### config.mk
export PLATFORM = sky130hd
export DESIGN_NAME = stat_tracker
export DESIGN_NICKNAME = d
export VERILOG_FILES = /design/src/rtl/stat_pkg.sv /design/src/rtl/stat_bin_counter.sv /design/src/rtl/stat_extreme_track.sv /design/src/rtl/stat_tracker.sv
export SDC_FILE = /design/constraint.sdc
export NUM_CORES = 1
export LEC_CHECK = 0
export ABC_AREA = 1
export ABC_CLOCK_PERIOD_IN_PS = 3140
export BUFFER_PORTS_ARGS = -buffer_cell sky130_fd_sc_hd__buf_2
export CORE_MARGIN = 2
export CORE_UTILIZATION = 60
export CTS_BUF_LIST = sky130_fd_sc_hd__clkbuf_16
export CTS_CLUSTER_SIZE = 12
export DETAILED_ROUTE_END_ITERATION = 7
export GPL_ROUTABILITY_DRIVEN = 0
export PLACE_DENSITY = 0.75
export SKIP_CTS_REPAIR_TIMING = 1
export SYNTH_ARGS = -nofsm -noshare
export SYNTH_HDL_FRONTEND = slang
export SYNTH_SLANG_ARGS = --single-unit
### constraint.sdc
create_clock -name clk -period 3.14 [get_ports clk]
set_clock_uncertainty 0.05 [all_clocks]
set_input_delay 0.628 -clock clk [delete_from_list [all_inputs] [get_ports clk]]
set_output_delay 0.628 -clock clk [all_outputs]
set_load 0.1 [all_outputs]
### src/rtl/stat_pkg.sv
package stat_pkg;
    // Per-cycle operation chosen by the top-level decoder; clears win over samples
    typedef enum logic [2:0] {
        OP_IDLE,
        OP_SAMPLE,
        OP_HIST_CLR,
        OP_RUN_CLR,
        OP_BOTH_CLR
    } stat_op_e;
endpackage

### src/rtl/stat_bin_counter.sv
module stat_bin_counter #(
    parameter int CNT_W = 8
) (
    input  logic             clk,
    input  logic             rst_n,
    input  logic             clr,
    input  logic             inc,
    output logic [CNT_W-1:0] cnt
);
    localparam logic [CNT_W-1:0] CNT_MAX = '1;
    localparam logic [CNT_W-1:0] CNT_ONE = CNT_W'(1);

    always_ff @(posedge clk or negedge rst_n) begin
        if (!rst_n) begin
            cnt <= '0;
        end else if (clr) begin
            cnt <= '0;
        end else if (inc && (cnt != CNT_MAX)) begin
            cnt <= cnt + CNT_ONE;
        end
    end
endmodule

### src/rtl/stat_extreme_track.sv
module stat_extreme_track #(
    parameter int DATA_W = 8
) (
    input  logic              clk,
    input  logic              rst_n,
    input  logic              init,
    input  logic              upd,
    input  logic [DATA_W-1:0] code,
    output logic [DATA_W-1:0] min_val,
    output logic [DATA_W-1:0] max_val,
    output logic [DATA_W-1:0] last_val
);
    localparam logic [DATA_W-1:0] CODE_TOP = '1;
    localparam logic [DATA_W-1:0] CODE_BOT = '0;

    always_ff @(posedge clk or negedge rst_n) begin
        if (!rst_n) begin
            min_val  <= CODE_TOP;
            max_val  <= CODE_BOT;
            last_val <= CODE_BOT;
        end else if (init) begin
            min_val  <= CODE_TOP;
            max_val  <= CODE_BOT;
            last_val <= CODE_BOT;
        end else if (upd) begin
            last_val <= code;
            if (code < min_val) min_val <= code;
            if (code > max_val) max_val <= code;
        end
    end
endmodule

### src/rtl/stat_tracker.sv
module stat_tracker
    import stat_pkg::*;
#(
    parameter int DATA_W = 8,
    parameter int IDX_W  = 4,
    parameter int CNT_W  = 8
) (
    input  logic              clk,
    input  logic              rst_n,
    input  logic              sample_vld,
    input  logic [DATA_W-1:0] sample_code,
    input  logic              hist_clr,
    input  logic              run_clr,
    input  logic [IDX_W-1:0]  rd_idx,
    output logic [CNT_W-1:0]  rd_bin,
    output logic [DATA_W-1:0] min_val,
    output logic [DATA_W-1:0] max_val,
    output logic [DATA_W-1:0] last_val
);
    localparam int NBINS = 1 << IDX_W;

    stat_op_e          op;
    logic              bins_zero;
    logic              trk_init;
    logic              take;
    logic [IDX_W-1:0]  sel;
    logic [CNT_W-1:0]  bin_cnt [NBINS];
    logic [NBINS*CNT_W-1:0] bin_cnt_flat;

    // Operation select: clears outrank the sample strobe
    always_comb begin
        if (hist_clr && run_clr) op = OP_BOTH_CLR;
        else if (run_clr)        op = OP_RUN_CLR;
        else if (hist_clr)       op = OP_HIST_CLR;
        else if (sample_vld)     op = OP_SAMPLE;
        else                     op = OP_IDLE;
    end

    // Controls for the operation chosen this cycle
    always_comb begin
        bins_zero = 1'b0;
        trk_init  = 1'b0;
        take      = 1'b0;
        unique case (op)
            OP_IDLE:     ;
            OP_SAMPLE:   take = 1'b1;
            OP_HIST_CLR: bins_zero = 1'b1;
            OP_RUN_CLR:  trk_init = 1'b1;
            OP_BOTH_CLR: begin
                bins_zero = 1'b1;
                trk_init  = 1'b1;
            end
            default: ;
        endcase
    end

    assign sel = sample_code[DATA_W-1 -: IDX_W];

    for (genvar g = 0; g < NBINS; g++) begin : g_bin
        logic hit;
        assign hit = take && (sel == IDX_W'(g));
        stat_bin_counter #(.CNT_W(CNT_W)) u_cnt (
            .clk  (clk),
            .rst_n(rst_n),
            .clr  (bins_zero),
            .inc  (hit),
            .cnt  (bin_cnt[g])
        );
        assign bin_cnt_flat[g*CNT_W +: CNT_W] = bin_cnt[g];
    end

    stat_extreme_track #(.DATA_W(DATA_W)) u_trk (
        .clk     (clk),
        .rst_n   (rst_n),
        .init    (trk_init),
        .upd     (take),
        .code    (sample_code),
        .min_val (min_val),
        .max_val (max_val),
        .last_val(last_val)
    );

    // Registered read port
    always_ff @(posedge clk or negedge rst_n) begin
        if (!rst_n) rd_bin <= '0;
        else        rd_bin <= bin_cnt[rd_idx];
    end
endmodule

==> metrics.txt, run 1 <==
outcome complete, no violations; drt first pass iters 5; P_int 3.989 mW; Antenna diodes 0; Vias/cell 5.618; RSZ-0062 raised after global routing no; cell count after synthesis 1475; global-route wire length before repair 44.30 mm; Sink Count 160; post-synth cell types 46; met3 wire len 1.412 mm; Final #Nets 1555; Clock Power Share 31.7%; number of flops mapped to enable cells by yosys 0; DRT antenna net count 0; CP Class in2reg; P_sw 2.611 mW; total chip power 6.600 mW; Max FO, Critical Path 127; cts bufs inserted 17; worst-skew pair later-pin latency 430 ps; sequential element share of the synthesized area 37.49%; DP HPWL 18.87 mm; commonest cells in the synthesized netlist nand2_1, nand3_1, dfrtp_1, inv_1, nor2_1; GRT overflow 0; Mapped Area 0.01071 mm2; P_leak 5.870 nW; Chip Width 137.6 um; All-Layer GR Usage 29.71%; fin area 0.01168 mm2; Synth area leaders dfrtp_1, nand2_1, nand3_1; pre-CTS WS 499.8 ps; vias 9797; DR top layer met4; most common flop cell mapped by yosys dfrtp_1; most frequent cell after synthesis nand2_1; VDD IR max 0.8046 mV; ys async rst share 100.0%; core area 0.01736 mm2; initial core utilization 61.68%; Max Root-Sink Buffers 2; DIE AREA 0.01893 mm2; Setup crit start kind input pin; Power Density 565.0 mW/mm2; Max-slew headroom 54.51%; flops & latches, synth 160; hold slack 157.0 ps; final WL 26.49 mm; post-layout worst setup margin 904.1 ps; combinational power share 29.8%; TritonCTS clock tree yes; Synthesis Warnings 0; FP Rows 48; Root Driver clkbuf_16; Mapped Avg Cell Area 7.258 um2; Max-Cap Viols 0; CTS H-tree lvls 4; Critical Path Start run_clr; pin count of the biggest net entering global routing 128; wire per inst 15.19 um; Crit path arrival time 2490 ps; crit end category register; Required @ worst endpoint 3390 ps; Synth top area share 35.53%; Tmin final 2236 ps; wl on met1 11.74 mm; vias in the first global route 9117; DRC violations left 0; I/O pin cnt 49; sw frac 39.56%; number of DRC markers in iteration 0 751; worst hold path type in2async; fmax 447.2 MHz; Syn Nets 1524; Area growth syn-to-layout 9.129%; Seq pwr share 38.4%; period utilization 71.21%; IO buf count 48; Slew @ Worst Pin 682.4 ps; clock-pin slew on the worst setup and hold paths 70 ps; DR WL met2 12.62 mm; Critical R2R Launch g_bin[6].u_cnt.cnt[0]; Setup-failing EPs final 0; Final Hold Vio Count 0; initial antenna violation count 0; Setup TNS 0 ps; Pins Over Slew Limit 0; height of the chip 137.6 um; layout cells sized above 1 10.99%; placed cell areas 0.01110 mm2; most area-hungry cell type in the Yosys netlist dfrtp_1
kinds of logic after synthesis:
logic type | Yosys count | synth area share, %
multiplexers | 8 | 0.8299
AO/OA/AOI/OAI | 165 | 8.544
buffers and inverters | 206 | 8.228
flip-flops | 160 | 37.49
AND/OR/NAND/NOR | 850 | 36.75
XOR/XNOR | 54 | 4.418
adder cells (fa/ha/maj) | 32 | 3.740
area by class of cell:
| cell class | count | area (um2) |
|---|---|---|
| clock buffers | 17 | 425.4 |
| clock inverters | 15 | 156.4 |
| fillers | 1490 | 5674 |
| inverters | 158 | 598.1 |
| multi-input cells | 1109 | 5818 |
| flip-flops and latches | 160 | 4014 |
| well taps | 225 | 281.5 |
| repair buffers | 60 | 389.1 |
through the flow:
step | cells | util [%]
after global placement | 1712 | 63.96
after detailed placement | 1712 | 63.96
after global routing | 1744 | 67.31
final | 1744 | 67.31
after floorplan | 1475 | -
after CTS | 1744 | 67.31
registers in the layout, indices dropped and copies added (netlist names):
name / cells
rd_bin: 8
u_trk.last_val: 8
g_bin.u_cnt.cnt: 128
u_trk.max_val: 8
u_trk.min_val: 8
worst paths after layout:
path | end | slack, ps | cells after the start
min in group clk | u_trk.min_val[1] | 450 | 2
setup reg to reg | g_bin[6].u_cnt.cnt[4] | 1240 | 8
setup / recovery | g_bin[5].u_cnt.cnt[3] | 900 | 9
hold / removal | g_bin[11].u_cnt.cnt[2] | 160 | 1
max in group asynchronous | g_bin[5].u_cnt.cnt[0] | 2050 | 2
hold reg to reg | u_trk.min_val[1] | 450 | 2
power groups by stage:
stage	Combinational, mW	Clock, mW	Sequential, mW
2_1_floorplan	0.830	0	3.30
3_3_place_gp	1.93	0	2.56
3_5_place_dp	1.97	0	2.57
4_1_cts	1.98	2.12	2.53
5_1_grt	2.15	2.21	2.57
6_report	1.97	2.09	2.54
routing by layer:
metal / up-vias / global-route usage (%)
met5: - / 0
met4: 0 / 11.11
met3: 55 / 4.562
met2: 287 / 48.81
met1: 4570 / 39.77
li1: 4885 / -
cell usage in the layout (no fill, tap or decap), types with 7 or more instances in the layout:
cell type  instances
o21ai_1           11
dfstp_2            8
o21ai_0           71
a21oi_1           48
ha_1              32
clkbuf_16         17
nor2_4            11
dfrtp_1          152
inv_1            153
nand4_1           26
mux2_2             7
buf_4              9
nand2_4           12
xor2_1            51
buf_2             46
nand2_1          398
nand3_1          219
nand2_2           18
nor3_1             8
nor2_1           132
o211ai_1          28
worst max-delay path, stage by stage:
cell and delay, ps:
buf_2 170, ha_1 350, inv_1 130, nor2_1 90
o21ai_4 170, buf_12 460, nand2_2 210, nand2_1 100
o21ai_0 90
Note: power is estimated with default switching activity, not from simulation.
==> inputs of run 2 (changes only) <==
Settings changed: ABC_CLOCK_PERIOD_IN_PS 3140 to 2000, CORE_UTILIZATION 60 to 57.
Clock period 3.14 ns to 2 ns, I/O delays scaled along.
==> run 2 against run 1 <==
Against the previous run: clock power increased by 49%; worst setup slack got worse by 820 ps; die area increased by 5.1%; critical path depth decreased by 8; register-to-register slack got worse by 1100 ps; largest power group unchanged; count of clock-buffer cells in the layout unchanged; cell area increased by 3.3%; sequential share of layout area decreased by 0.98 points; power increased by 56%; flip-flop and latch count unchanged; non-clock buffer count increased by 33; cell count increased by 2.4%.
==> metrics.txt, run 2 (synthesis results as in run 1) <==
outcome complete, no violations; fin area 0.01206 mm2 (+3.3%); Max-slew headroom 67.36% (+13 points); P_int 6.063 mW (+52%); Largest register FFs 128 (unchanged); DRC violations left 0 (unchanged); DRT antenna net count 0 (unchanged); max incr delay on CP 620 ps (+160 ps); Chip Width 141.0 um (+2.5%); CTS H-tree lvls 4 (unchanged); CP top delay family flip-flops; most frequent cells in the layout nand2_1, nand3_1, inv_1; Final Hold Vio Count 0 (unchanged); r2r setup slk 140 ps (-1100 ps); Area growth syn-to-layout 12.69%; GRT overflow 0 (unchanged); Root Driver clkbuf_16; Vias/cell 5.497 (-2.2%); wire per inst 14.75 um (-2.9%); VDD IR max 1.342 mV (+67%); All-Layer GR Usage 27.66% (-2.0 points); I/O pin cnt 49 (unchanged); Antenna diodes 0 (unchanged); RSZ-0062 raised after global routing no; crit end category primary output; Layout Utilization 64.93% (-2.4 points); IO buf count 48 (unchanged); fillers 1603 (+7.6%); height of the chip 141.0 um (+2.5%); Slew @ Worst Pin 493.0 ps (-189.4 ps); worst path bufs/invs 1 (-2); Pins Over Slew Limit 0 (unchanged); DP HPWL 19.30 mm (+2.3%); combinational power share 31.0% (+1.2 points); Setup-failing EPs final 0 (unchanged); placed cell areas 0.01150 mm2 (+3.6%); layout cells sized above 1 13.66% (+2.7 points); vias in the first global route 9246 (+1.4%); TritonCTS clock tree yes; P_leak 6.050 nW (+3.1%); Setup crit start kind register; commonest non-fill, non-tap cell in the layout nand2_1; Power Density 855.0 mW/mm2 (+51%); worst hold path type in2reg; core area 0.01858 mm2 (+7.1%); clock-pin slew on the worst setup and hold paths 70 ps (about the same); FP Rows 50 (+4.2%); vias 9817 (+0.20%); Tmin final 1921 ps; hold slack 239.3 ps (+82.22 ps); pin count of the biggest net entering global routing 50 (-61%); sw frac 41.21% (+1.7 points); CP Class reg2out; number of DRC markers in iteration 0 613 (-18%); DIE AREA 0.01989 mm2 (+5.1%); Crit path arrival time 1470 ps (-1020 ps); global-route wire length before repair 44.62 mm (+0.72%); final WL 26.34 mm (-0.58%); Max-Cap Viols 0 (unchanged); drt first pass iters 5 (unchanged); crit path cell chain buf_2; P_sw 4.251 mW (+63%); fmax 520.6 MHz; cts bufs inserted 17 (unchanged); Seq pwr share 38.7% (+0.3 points); initial core utilization 57.62% (-4.1 points); Clock Power Share 30.2% (-1.5 points); largest reg by FF count g_bin.u_cnt.cnt; initial antenna violation count 0 (unchanged); Max Root-Sink Buffers 2 (unchanged); Final #Nets 1588 (+2.1%); crit path max-delay cell type dfstp_4; period utilization 96.04%; worst-skew pair later-pin latency 440 ps (about the same); Required @ worst endpoint 1550 ps (-1840 ps); Sink Count 160 (unchanged); Max FO, Critical Path 3 (-98%)
## run 2: final timing paths
check | start | endpoint | cells past startpoint
setup / recovery | u_trk.min_val[7] | min_val[7] | 1
hold / removal | sample_code[0] | u_trk.min_val[0] | 5
setup reg to reg | u_trk.min_val[7] | u_trk.min_val[1] | 11
hold reg to reg | u_trk.min_val[0] | u_trk.min_val[0] | 2
max in group asynchronous | rst_n | g_bin[6].u_cnt.cnt[5] | 3
min in group asynchronous | rst_n | g_bin[11].u_cnt.cnt[6] | 2
## run 2: area by class of cell
| cell class | instances | area [um2] | share of cell area, % |
|---|---|---|---|
| clock buffer | 17 | 425.4 | 3.526 |
| clock inverter | 15 | 126.4 | 1.047 |
| inverter | 158 | 598.1 | 4.957 |
| multi-input combinational | 1109 | 5818 | 48.23 |
| sequential | 160 | 4026 | 33.37 |
| tap | 234 | 292.8 | 2.427 |
| timing repair buffer | 93 | 777.0 | 6.441 |
## run 2: per-stage QoR
stage	TNS, ps	worst slack (ps)	power, mW	std cells
global route	0	10.86	10.83	1786
detailed placement	-1884	-104.4	7.251	1753
floorplan	0	6.509	6.497	1475
CTS	0	63.84	10.37	1785
finish	0	79.16	10.31	1786
global placement	-249.0	-31.30	7.193	1753
## run 2: layer usage
metal | track usage [%] | vias up | wire, um
met5 | 0 | - | 0
li1 | - | 4947 | -
met2 | 45.31 | 249 | 12550
met4 | 8.211 | 0 | 519
met3 | 4.688 | 39 | 1222
met1 | 37.95 | 4582 | 12040
## run 2: power by group through the flow
| stage | registers, mW | logic [mW] | clock network [mW] |
|---|---|---|---|
| 4_1_cts | 3.99 | 3.21 | 3.16 |
| 3_5_place_dp | 4.05 | 3.21 | 0 |
| 2_1_floorplan | 5.20 | 1.30 | 0 |
| 5_1_grt | 4.05 | 3.47 | 3.31 |
| 3_3_place_gp | 4.04 | 3.15 | 0 |
| 6_report | 3.99 | 3.20 | 3.12 |
==> inputs of run 3 (changes only) <==
Settings changed: ABC_AREA 1 to not set, CORE_UTILIZATION 57 to 56, PLACE_DENSITY 0.75 to 0.74.
==> run 3 against run 2 <==
Against the previous run: the flow now finishes with violations (negative setup slack); largest cell class unchanged; clock power increased by 13%; sequential share of layout area rose by 3.0 points; sequential power fell by 11%; wire length is 13% lower; area after synthesis is 16% lower; count of clock-buffer cells in the layout rose by 1; cell count shrank 30%; cell area shrank 7.5%; flip-flop and latch count stayed put; register-to-register slack worse by 170 ps; power down 9.2%; critical path depth increased by 8.
==> metrics.txt, run 3 <==
sequential element share of the synthesized area 44.38% (+6.9 points); pin count of the biggest net entering global routing 59 (+18%); global-route wire length before repair 37.28 mm (-16%); Power Density 838.9 mW/mm2 (-1.9%); R2R depth 9 (-2); Non-Filler Instances 1250 (-30%); Hold Crit Start sample_code[2]; placed cell areas 0.01047 mm2 (-9.0%); P_leak 5.044 nW (-17%); clock-pin slew on the worst setup and hold paths 70 ps (about the same); Compound-Gate Fraction of Synth Area 7.041% (-1.5 points); Sink Count 160 (unchanged); Max Root-Sink Buffers 2 (unchanged); Chip Width 131.1 um (-7.1%); TritonCTS clock tree yes; DRC violations left 0 (unchanged); CP Class reg2reg; crit end category register; Vias/cell 5.954 (+8.3%); drt first pass iters 5 (unchanged); Tmin final 2029 ps (+108.0 ps); All-Layer GR Usage 28.40% (+0.74 points); most frequent cells in the layout dfrtp_1, nor2_1, nand2_1; max incr delay on CP 630 ps (about the same); most area-hungry cell type in the Yosys netlist dfrtp_1; Hold Path Cell Cnt 3 (-2); Required @ worst endpoint 2310 ps (+760 ps); Mapped Avg Cell Area 10.17 um2 (+40%); core area 0.01583 mm2 (-15%); initial core utilization 57.15% (-0.47 points); hold endpoint u_trk.min_val[2]; RSZ-0062 raised after global routing yes; Seq pwr share 37.9% (-0.8 points); most frequent cell after synthesis dfrtp_1; commonest cells in the synthesized netlist dfrtp_1, nor2_1, nand2_1, nand3_1, o21ai_0; Max FO, Critical Path 3 (unchanged); crit path cell chain inv_4 -> ha_4 -> a21oi_2 -> o21ai_1 -> or3_4 -> a21oi_4 -> nor2_4 -> buf_4 -> mux2i_1; Post-Synth Simple-Gate Area 21.97% (-15 points); Critical R2R Launch u_trk.min_val[5]; ys async rst share 100.0% (unchanged); layout cells sized above 1 26.43% (+13 points); height of the chip 131.1 um (-7.1%); post-synthesis mux area share 12.69% (+12 points); Syn Nets 938 (-38%); DIE AREA 0.01718 mm2 (-14%); fmax 492.9 MHz (-5.3%); period utilization 101.4% (+5.4 points); flops & latches, synth 160 (unchanged); Max-Cap Viols 0 (unchanged); commonest non-fill, non-tap cell in the layout dfrtp_1; failing checks negative setup slack; initial antenna violation count 0 (unchanged); worst hold path type in2reg; Setup crit start kind register; Synth area leaders dfrtp_1, mux4_2, ha_1; P_int 6.230 mW (+2.8%); Final Hold Vio Count 0 (unchanged); Slew @ Worst Pin 496.3 ps (+3.314 ps); DRT antenna net count 0 (unchanged); GRT overflow 0 (unchanged); Root Driver clkbuf_16; FP Rows 46 (-8.0%); XOR/XNOR Fraction of Synth Area 6.681% (+2.3 points); Area growth syn-to-layout 23.43%; number of flops mapped to enable cells by yosys 0 (unchanged); crit path max-delay cell type dfstp_4; fin area 0.01116 mm2 (-7.5%); post-layout worst setup margin -28.81 ps (-108.0 ps); Post-Synth Adder-Cell Area 4.427% (+0.69 points); VDD IR max 0.6371 mV (-53%); r2r setup slk -30 ps (-170 ps); CTS H-tree lvls 4 (unchanged); IO buf count 48 (unchanged); vias 7443 (-24%); sw frac 33.48% (-7.7 points); Setup-failing EPs final 6 (+6); Clock Power Share 37.5% (+7.3 points); combinational power share 24.6% (-6.4 points); main combinational cell family by area after synthesis simple AND/OR/NAND/NOR gates; reg2reg end u_trk.min_val[6]; Synth top area share 42.05% (+6.5 points); outcome complete, but fails checks; Crit path arrival time 2340 ps (+870 ps); most common flop cell mapped by yosys dfrtp_1; Synthesis Warnings 0 (unchanged); Pins Over Slew Limit 0 (unchanged); cts bufs inserted 17 (unchanged); number of DRC markers in iteration 0 612 (-0.16%); wire per inst 18.42 um (+25%); vias in the first global route 7224 (-22%); P_sw 3.135 mW (-26%); largest reg by FF count g_bin.u_cnt.cnt; final WL 23.03 mm (-13%); Mapped Area 0.009045 mm2 (-16%); Final #Nets 1069 (-33%); fillers 1150 (-28%); post-synth cell types 59 (+28%); DP HPWL 16.62 mm (-14%); dpl cells 1214 (-31%); Largest register FFs 128 (unchanged); CP top delay family flip-flops; I/O pin cnt 49 (unchanged); cell count after synthesis 889 (-40%); worst path bufs/invs 2 (+1); worst-skew pair later-pin latency 440 ps (about the same); Max-slew headroom 67.14% (-0.22 points)
run 3: changes by cell type after synthesis, sizes merged, moves of 15 or more:
cell / change
o21ai: -33
o211ai: -19
nor2: -44
inv: -128
and3: +25
nor3: +15
mux2i: +21
nand3: -153
nand2: -343
mux4: +40
xnor2: +22
a21oi: -33
run 3: kinds of logic after synthesis:
group,Yosys count
adders and majority gates,32
buffers and inverters,64
muxes,64
AOI/OAI and AO/OA,99
and+or+nand+nor,401
DFF,160
xor gates and xnor gates,69
run 3: worst register-to-register path, stage by stage (launching register included):
cell	delay (ps)
dfstp_4	630
inv_4	40
ha_4	210
a21oi_2	110
o21ai_1	70
or3_4	340
a21oi_4	150
nor2_4	70
buf_4	130
mux2i_1	150
run 3: layer usage:
layer,global-route usage [%],wire length (um)
met3,5.560,1411
met5,0,0
met1,37.28,9662
met2,47.73,11430
met4,9.324,525
run 3: layout make-up:
| cell class | count | area, um2 | share of cell area (%) |
|---|---|---|---|
| Sequential cell | 160 | 4056 | 36.33 |
| Inverter | 29 | 113.9 | 1.020 |
| Tap cell | 216 | 270.3 | 2.421 |
| Clock buffer | 18 | 450.4 | 4.035 |
| Antenna cell | 1 | 2.502 | 0.02241 |
| Timing Repair Buffer | 147 | 1182 | 10.59 |
| Multi-Input combinational cell | 665 | 4898 | 43.88 |
| Clock inverter | 14 | 190.2 | 1.703 |
run 3: how the worst max path moves through the flow:
stage | startpoint | to | slack [ps] | cells past startpoint
after floorplan | u_trk.min_val[5] | u_trk.min_val[0] | -210 | 8
after global placement | hist_clr | g_bin[1].u_cnt.cnt[6] | -220 | 8
after detailed placement | hist_clr | g_bin[7].u_cnt.cnt[6] | -280 | 9
after CTS | u_trk.max_val[1] | u_trk.max_val[5] | -110 | 7
after global routing | u_trk.min_val[5] | u_trk.min_val[1] | -130 | 9
final | u_trk.min_val[5] | u_trk.min_val[6] | -30 | 9
run 3: power by group through the flow:
stage | clock [mW] | sequential, mW | combinational (mW)
2_1_floorplan | 0 | 4.57 | 0.697
3_3_place_gp | 0 | 3.60 | 2.24
3_5_place_dp | 0 | 3.61 | 2.27
4_1_cts | 3.54 | 3.55 | 2.30
5_1_grt | 3.68 | 3.57 | 2.44
6_report | 3.51 | 3.55 | 2.30
run 3: metrics by stage:
| step | hold slack, ps | power [mW] | TNS (ps) | worst slack, ps | utilization [%] |
|---|---|---|---|---|---|
| floorplan | 54.41 | 5.267 | -1408 | -212.4 | - |
| global placement | 218.6 | 5.846 | -13140 | -222.1 | 66.14 |
| detailed placement | 218.5 | 5.882 | -17710 | -284.4 | 66.14 |
| CTS | -241.1 | 9.385 | -866.5 | -112.2 | 70.19 |
| global route | 217.3 | 9.694 | -868.9 | -130.5 | 70.52 |
| finish | 198.7 | 9.366 | -93.72 | -28.81 | 70.54 |
